<file path="src/rtl/dev_err_gate_pkg.sv">
package dev_err_gate_pkg;
  localparam int STAT_W = 32;
  localparam int DEV_W  = 4;
  localparam logic [STAT_W-1:0] UNC_SUPP       = 32'h03FF_F030;
  localparam logic [STAT_W-1:0] COR_SUPP       = 32'h0000_F1C1;
  localparam logic [STAT_W-1:0] UNC_FATAL_DFLT = 32'h0046_2030;
  localparam int UNC_UR_BIT  = 20;
  localparam int COR_ADV_BIT = 13;
  localparam int DEV_COR = 0;
  localparam int DEV_NF  = 1;
  localparam int DEV_FAT = 2;
  localparam int DEV_UR  = 3;

  typedef enum logic [1:0] {
    SEV_COR      = 2'd0,
    SEV_NONFATAL = 2'd1,
    SEV_FATAL    = 2'd2
  } sev_e;

  typedef struct packed {
    logic serr_en;
    logic cor_en;
    logic nf_en;
    logic fat_en;
    logic ur_en;
  } gate_cfg_t;
endpackage

</file>
<file path="src/rtl/dev_err_qualify.sv">
module dev_err_qualify
  import dev_err_gate_pkg::*;
#(
  parameter bit USE_FIXED_SEV = 1'b0
) (
  input  logic              valid_i,
  input  logic              corr_i,
  input  logic [STAT_W-1:0] status_i,
  input  logic [STAT_W-1:0] sev_i,
  output logic              ok_o,
  output logic [STAT_W-1:0] sup_o,
  output logic              ur_o,
  output logic              fatal_o
);
  logic [STAT_W-1:0] sev_eff;
  logic [STAT_W-1:0] sup;

  // variant: programmable severity register or fixed default table
  if (USE_FIXED_SEV) begin : g_fixed_sev
    assign sev_eff = UNC_FATAL_DFLT;
    logic unused_sev;
    assign unused_sev = ^sev_i;
  end else begin : g_reg_sev
    assign sev_eff = sev_i;
  end

  assign sup     = status_i & (corr_i ? COR_SUPP : UNC_SUPP);
  assign ok_o    = valid_i && (sup != '0) && ((sup & (sup - 1'b1)) == '0);
  assign sup_o   = sup;
  assign ur_o    = !corr_i && sup[UNC_UR_BIT];
  assign fatal_o = !corr_i && ((sup & sev_eff) != '0);
endmodule

</file>
<file path="src/rtl/dev_err_route.sv">
module dev_err_route
  import dev_err_gate_pkg::*;
(
  input  logic              ok_i,
  input  logic              corr_i,
  input  logic              adv_i,
  input  logic [STAT_W-1:0] sup_i,
  input  logic              ur_i,
  input  logic              fatal_i,
  input  gate_cfg_t         cfg_i,
  input  logic [STAT_W-1:0] cor_mask_i,
  input  logic [STAT_W-1:0] unc_mask_i,
  output logic              msg_v_o,
  output sev_e              sev_o,
  output logic [DEV_W-1:0]  dev_set_o,
  output logic [STAT_W-1:0] cor_set_o,
  output logic [STAT_W-1:0] unc_set_o
);
  logic              cor_path;
  logic [STAT_W-1:0] cor_bit;

  assign cor_path = corr_i || (!fatal_i && adv_i);
  assign cor_bit  = corr_i ? sup_i : (STAT_W'(1) << COR_ADV_BIT);

  always_comb begin
    msg_v_o   = 1'b0;
    sev_o     = SEV_COR;
    dev_set_o = '0;
    cor_set_o = '0;
    unc_set_o = '0;
    if (ok_i) begin
      dev_set_o[DEV_UR] = ur_i;
      if (cor_path) begin
        dev_set_o[DEV_COR] = 1'b1;
        cor_set_o          = cor_bit;
        unc_set_o          = corr_i ? '0 : sup_i;
        msg_v_o = ((cor_bit & cor_mask_i) == '0) && (!ur_i || cfg_i.ur_en) && cfg_i.cor_en;
      end else begin
        dev_set_o[DEV_FAT] = fatal_i;
        dev_set_o[DEV_NF]  = !fatal_i;
        unc_set_o          = sup_i;
        sev_o              = fatal_i ? SEV_FATAL : SEV_NONFATAL;
        msg_v_o = ((sup_i & unc_mask_i) == '0)
                && !(ur_i && !cfg_i.ur_en && !cfg_i.serr_en)
                && (cfg_i.serr_en || (fatal_i ? cfg_i.fat_en : cfg_i.nf_en));
      end
    end
  end
endmodule

</file>
<file path="src/rtl/dev_err_gate.sv">
module dev_err_gate
  import dev_err_gate_pkg::*;
#(
  parameter int SRC_W         = 16,
  parameter bit USE_FIXED_SEV = 1'b0
) (
  input  logic              clk_i,
  input  logic              rst_ni,
  input  logic              evt_valid_i,
  input  logic              evt_corr_i,
  input  logic              evt_adv_i,
  input  logic [STAT_W-1:0] evt_status_i,
  input  logic [SRC_W-1:0]  evt_src_i,
  input  logic              serr_en_i,
  input  logic              cor_rep_en_i,
  input  logic              nf_rep_en_i,
  input  logic              fat_rep_en_i,
  input  logic              ur_rep_en_i,
  input  logic [STAT_W-1:0] cor_mask_i,
  input  logic [STAT_W-1:0] unc_mask_i,
  input  logic [STAT_W-1:0] unc_sev_i,
  output logic              msg_valid_o,
  output logic [1:0]        msg_sev_o,
  output logic [SRC_W-1:0]  msg_src_o,
  output logic [DEV_W-1:0]  dev_set_o,
  output logic [STAT_W-1:0] cor_set_o,
  output logic [STAT_W-1:0] unc_set_o
);
  logic              q_ok, q_ur, q_fatal;
  logic [STAT_W-1:0] q_sup;
  gate_cfg_t         cfg;
  logic              r_msg_v;
  sev_e              r_sev;
  logic [DEV_W-1:0]  r_dev;
  logic [STAT_W-1:0] r_cor, r_unc;

  assign cfg = '{serr_en: serr_en_i, cor_en: cor_rep_en_i, nf_en: nf_rep_en_i,
                 fat_en: fat_rep_en_i, ur_en: ur_rep_en_i};

  dev_err_qualify #(.USE_FIXED_SEV(USE_FIXED_SEV)) u_qual (
    .valid_i (evt_valid_i),
    .corr_i  (evt_corr_i),
    .status_i(evt_status_i),
    .sev_i   (unc_sev_i),
    .ok_o    (q_ok),
    .sup_o   (q_sup),
    .ur_o    (q_ur),
    .fatal_o (q_fatal)
  );

  dev_err_route u_route (
    .ok_i      (q_ok),
    .corr_i    (evt_corr_i),
    .adv_i     (evt_adv_i),
    .sup_i     (q_sup),
    .ur_i      (q_ur),
    .fatal_i   (q_fatal),
    .cfg_i     (cfg),
    .cor_mask_i(cor_mask_i),
    .unc_mask_i(unc_mask_i),
    .msg_v_o   (r_msg_v),
    .sev_o     (r_sev),
    .dev_set_o (r_dev),
    .cor_set_o (r_cor),
    .unc_set_o (r_unc)
  );

  always_ff @(posedge clk_i or negedge rst_ni) begin
    if (!rst_ni) begin
      msg_valid_o <= 1'b0;
      msg_sev_o   <= 2'd0;
      msg_src_o   <= '0;
      dev_set_o   <= '0;
      cor_set_o   <= '0;
      unc_set_o   <= '0;
    end else begin
      msg_valid_o <= r_msg_v;
      msg_sev_o   <= r_msg_v ? r_sev : 2'd0;
      msg_src_o   <= r_msg_v ? evt_src_i : '0;
      dev_set_o   <= r_dev;
      cor_set_o   <= r_cor;
      unc_set_o   <= r_unc;
    end
  end
endmodule

</file>
<file path="config.mk">
export PLATFORM = sky130hd
export DESIGN_NAME = dev_err_gate
export DESIGN_NICKNAME = d
export VERILOG_FILES = /design/src/rtl/dev_err_gate_pkg.sv /design/src/rtl/dev_err_qualify.sv /design/src/rtl/dev_err_route.sv /design/src/rtl/dev_err_gate.sv
export SDC_FILE = /design/constraint.sdc
export NUM_CORES = 1
export LEC_CHECK = 0
export BUFFER_PORTS_ARGS = -buffer_cell sky130_fd_sc_hd__buf_4
export CORE_AREA = 2 2 94 96
export DETAILED_ROUTE_END_ITERATION = 7
export DIE_AREA = 0 0 96 98
export GPL_ROUTABILITY_DRIVEN = 0
export PLACE_DENSITY = 0.75
export SYNTH_ARGS = -nofsm -noshare
export SYNTH_HDL_FRONTEND = slang
export SYNTH_SLANG_ARGS = --single-unit
</file>
<file path="constraint.sdc">
create_clock -name clk_i -period 0.8 [get_ports clk_i]
set_clock_uncertainty 0.2 [all_clocks]
set_input_delay 0 -clock clk_i [delete_from_list [all_inputs] [get_ports clk_i]]
set_output_delay 0 -clock clk_i [all_outputs]
set_load 0.005 [all_outputs]
</file>
# Yosys cells after proc, flatten, opt, wreduce, memory -nomap -nowiden
# Index checks and enable logic that the tools add are counted.
classes:
  add_sub_neg: 1
  n_mux: 18
  n_bitwise: 5
  n_reduce_logical: 25
ops:
  columns: ["op", "n"]
  rows:
  - ["$mux W32", 6]
  - ["$and A32 B32 Y32", 5]
  - ["$logic_not A32 Y1", 3]
  - ["$reduce_bool A32 Y1", 2]
  - ["$sub A32 B1 Y32 const B", 1]
  - ["$mux W26", 1]
  - ["$mux W16", 1]
  - ["$logic_and A1 B1 Y1", 11]
  - ["$mux W2", 5]
  - ["$logic_not A1 Y1", 6]
  - ["$mux W1", 4]
  - ["$mux W4", 1]
  - ["$logic_or A1 B1 Y1", 3]
totals:
  regBits: 87
  inputBits: 154
  word_cells: 55

# Longest topological paths before layout
logic_depth:
  depth_word: 11
  ltp_mapped: 8
  ltp_nobuf: 6

# By module
# Synthesis repeated with hierarchy kept, for this count alone.
hier_totals:
  hier_cells: 328
  hier_area_um2: 3868.7
by_module_without_submodules:
  columns: ["module", "n_inst", "cells_per_inst", "area_per_inst_um2", "seq_area_each_um2"]
  rows:
  - ["dev_err_gate", 1, 106, 2318.5, 2177.1]
  - ["dev_err_route", 1, 129, 882.1, 0.0]
  - ["dev_err_qualify", 1, 93, 668.1, 0.0]

# Worst setup path after synthesis
# Ideal clock, no wire load.
synth_timing:
  path_type: "in2reg"
  start: "in evt_status_i[18]"
  end: "reg unc_set_o[14]"
  arrival_ns: 2.046
  required_time_ns: 0.533
  path_slack_ns: -1.512
  cell_stages: 8
  n_path_buf: 2
  cell_sequence: "buf_6 > or4_4 > or3_1 > a221o_1 > nor4b_2 > and4_4 > buf_6 > and2_1"
synth_between:
  elab_chain_cells: 9
  word_cells_on_any_way: 15
  cone_classes: "add/sub (1); mux (2); bitwise (3); reduce/logical (9)"
synth_rtl:
  columns: ["element", "line_no", "rtl"]
  rows:
  - ["from (decl)", "dev_err_gate.sv:12", "input logic [STAT_W-1:0] evt_status_i,"]
  - ["$and A32 B32 Y32 (*)", "dev_err_qualify.sv:27", "assign sup = status_i & (corr_i ? COR_SUPP : UNC_SUPP);"]
  - ["branches (longest 7 deep; another with $sub A32 B1 Y32)", null, null]
  - ["$mux W32 (*)", "dev_err_route.sv:31", "if (ok_i) begin"]
  - ["net r_unc[14]", "dev_err_gate.sv:35", "logic [STAT_W-1:0] r_cor, r_unc;"]
  - ["to (signal assigned)", "dev_err_gate.sv:82", "unc_set_o <= r_unc;"]
  - ["to (decl)", "dev_err_gate.sv:27", "output logic [STAT_W-1:0] unc_set_o"]
# Mark *: on every way through the listed nets, which the timed path passes.

# Worst setup path after layout
layout_timing:
  start: "in evt_status_i[17]"
  end: "reg unc_set_o[21]"
# The elaborated chain is that of the path after synthesis.

==> reports/qor.txt <==
outcome -> finished, violations left
failing checks -> hold timing, setup timing
Hold Path Class -> in2async
drt first-iter violations -> 159
Die ar. -> 0.00941 mm^2
Longest Clk Path Bufs -> 2
Initial Util -> 0.355
fraction of the cycle the final worst path needs -> 2.71
TritonCTS clock tree -> yes
hold buffer count at cts -> 16
max-slew violation count -> 0
Ys Warns -> 0
CP arrival -> 2.22 ns
Die Ht -> 98 um
WL per Instance -> 16.1 um
residual DRC count -> 0
Tmin final -> 2.17 ns
Post-synth EDFFs -> 0
CP Max Fanout -> 14
# nets final -> 682
CORE AREA -> 0.00847 mm^2
Detailed Routing Iterations Pass 1 -> 7
die width -> 96 um
Synth cell types -> 52
total grt overflow -> 0
Final Hold Fails -> 88
CP endpoint kind -> flip-flop
Cell Area, Synth -> 0.00301 mm^2
clk sinks -> 62
Seq/Total Area, Yosys -> 0.516
startpoint types -> input port
I/O pins -> 241
Peak Freq -> 461 MHz
CP Class -> in2reg
Final ANT Viol Nets -> 0
Final setup viols -> 109
Core Util, Final -> 0.647
vias in the first global route -> 3,138
Post-synth top flop -> dfrtp_1
Pleak -> 0.00268 uW
H-tree level count -> 3
via count -> 3,113
gr usage total -> 0.220
Synth async-reset ratio -> 1.00
Mean Syn Cell Area -> 10.5 um^2
synth cell count leaders -> dfrtp_1 (62), buf_4 (25), inv_1 (19), nor2_1 (19), nand2_1 (17)
# port buffers -> 152
CP required -> 0.85 ns
clock-pin transition on the worst setup and hold timing paths -> 0.06 ns
Layout Area Growth over Synthesis -> 82.3%
Max IR drop VDD -> 0.813 mV
share of post-route cells with drive strength above 1 -> 0.507
standard-cell row count -> 34
worst slew pin tran -> 0.513 ns
Synth top area share -> 0.516
RSZ-0062 raised after global routing -> yes
Via density -> 4.86
register bit total from synthesis -> 62
largest net degree at the start of global routing -> 29
Total Wirelength -> 10.3 mm
setup ws final -> -1.37 ns
most frequent cell after synthesis -> dfrtp_1
Max-slew headroom -> 0.658
CTS buffer count -> 9
worst slack, placed -> -1.64 ns
global-route wire length before repair -> 15.7 mm
final hold slack -> -0.665 ns
antenna violations before repair -> 0
diode count -> 0
root buf cell -> clkbuf_8
pwr dens -> 1320 mW/mm^2
Gate Count Post-Synth -> 287
hpwl dp -> 7.44 mm
largest cells by area after synthesis -> dfrtp_1 (52%), buf_4 (6.2%), a211oi_2 (4.2%)
max cap viols -> 0
Synth area leader -> dfrtp_1
## sequential cells by signal (all words and copies together), names as in the netlist
name / flops
msg_src_o: 16
cor_set_o: 20
unc_set_o: 19
msg_valid_o: 1
dev_set_o: 4
msg_sev_o: 2
## kinds of logic (layout without fill, tap and decap cells)
group | after synthesis | after routing | share of synthesized area
AOI/OAI and AO/OA | 70 | 70 | 0.194
adders and majority gates | 2 | 2 | 0.00666
buffers and inverters | 61 | 267 | 0.114
DFF | 62 | 62 | 0.516
other | 1 | 40 | 0.00125
and+or+nand+nor | 91 | 92 | 0.169
## layer usage
| metal | wire [um] | share of wire | vias up | GRT usage |
|---|---|---|---|---|
| li1 | - | - | 1452 | - |
| met1 | 3770 | 0.37 | 1455 | 0.271 |
| met2 | 5420 | 0.53 | 185 | 0.373 |
| met3 | 826 | 0.080 | 21 | 0.0332 |
| met4 | 274 | 0.027 | 0 | 0.100 |
| met5 | 0 | 0 | - | 0 |
## cell usage in the layout (no fill, tap or decap), types with 16 or more instances in the layout
cell           instances
conb_1                40
nand2_1               17
a211oi_2              17
buf_4                145
dfrtp_1               62
dlygate4sd3_1         16
buf_6                 65
inv_1                 19
## stage by stage
stage,power [uW],std cells,hold slack [ns],instance area [um^2],TNS (ns)
final,7250,641,-0.665,5480,-74.21
after CTS,7300,636,-0.686,5370,-70.92
after global placement,4430,602,-0.322,4690,-68.50
after detailed placement,4450,602,-0.322,4690,-70.63
after global routing,7600,641,-0.671,5480,-78.32
after floorplan,3720,326,-0.496,3220,-62.09
## where the power goes
part | internal [uW] | switching [uW]
Combinational | 743 | 609
Sequential | 3180 | 18.7
Clock | 1610 | 1100
Total | 5530 | 1720
## layout make-up
type | instances | area [um^2]
Clock inverter | 3 | 42.5
Multi-Input combinational cell | 204 | 1410
Inverter | 19 | 71.3
Clock buffer | 13 | 159
Sequential cell | 62 | 1550
Fill cell | 656 | 2990
Tap cell | 108 | 135
Timing Repair Buffer | 232 | 2110
## path summary, 6_finish.rpt
check | from | end | cells past startpoint
max | evt_status_i[17] | unc_set_o[21] | 9
max in group asynchronous | rst_ni | msg_src_o[0] | 2
min | rst_ni | unc_set_o[24] | 1
min in group clk_i | evt_status_i[13] | unc_set_o[13] | 2
## repair_timing
item	CTS	global route
gates cloned	0	3
resized for setup	75	12
buffers inserted	2	2
pin swaps	5	5
endpoints found under the setup margin	109	109
hold endpoints to repair	107	87
## critical path: stages
cell	delay, ns
buf_6	0.09
or4_4	0.54
or3_1	0.37
a221o_1	0.38
buf_4	0.16
nor2_4	0.11
nand4_4	0.18
clkbuf_16	0.24
nor3b_2	0.15
Note: power is estimated with default switching activity, not from simulation.
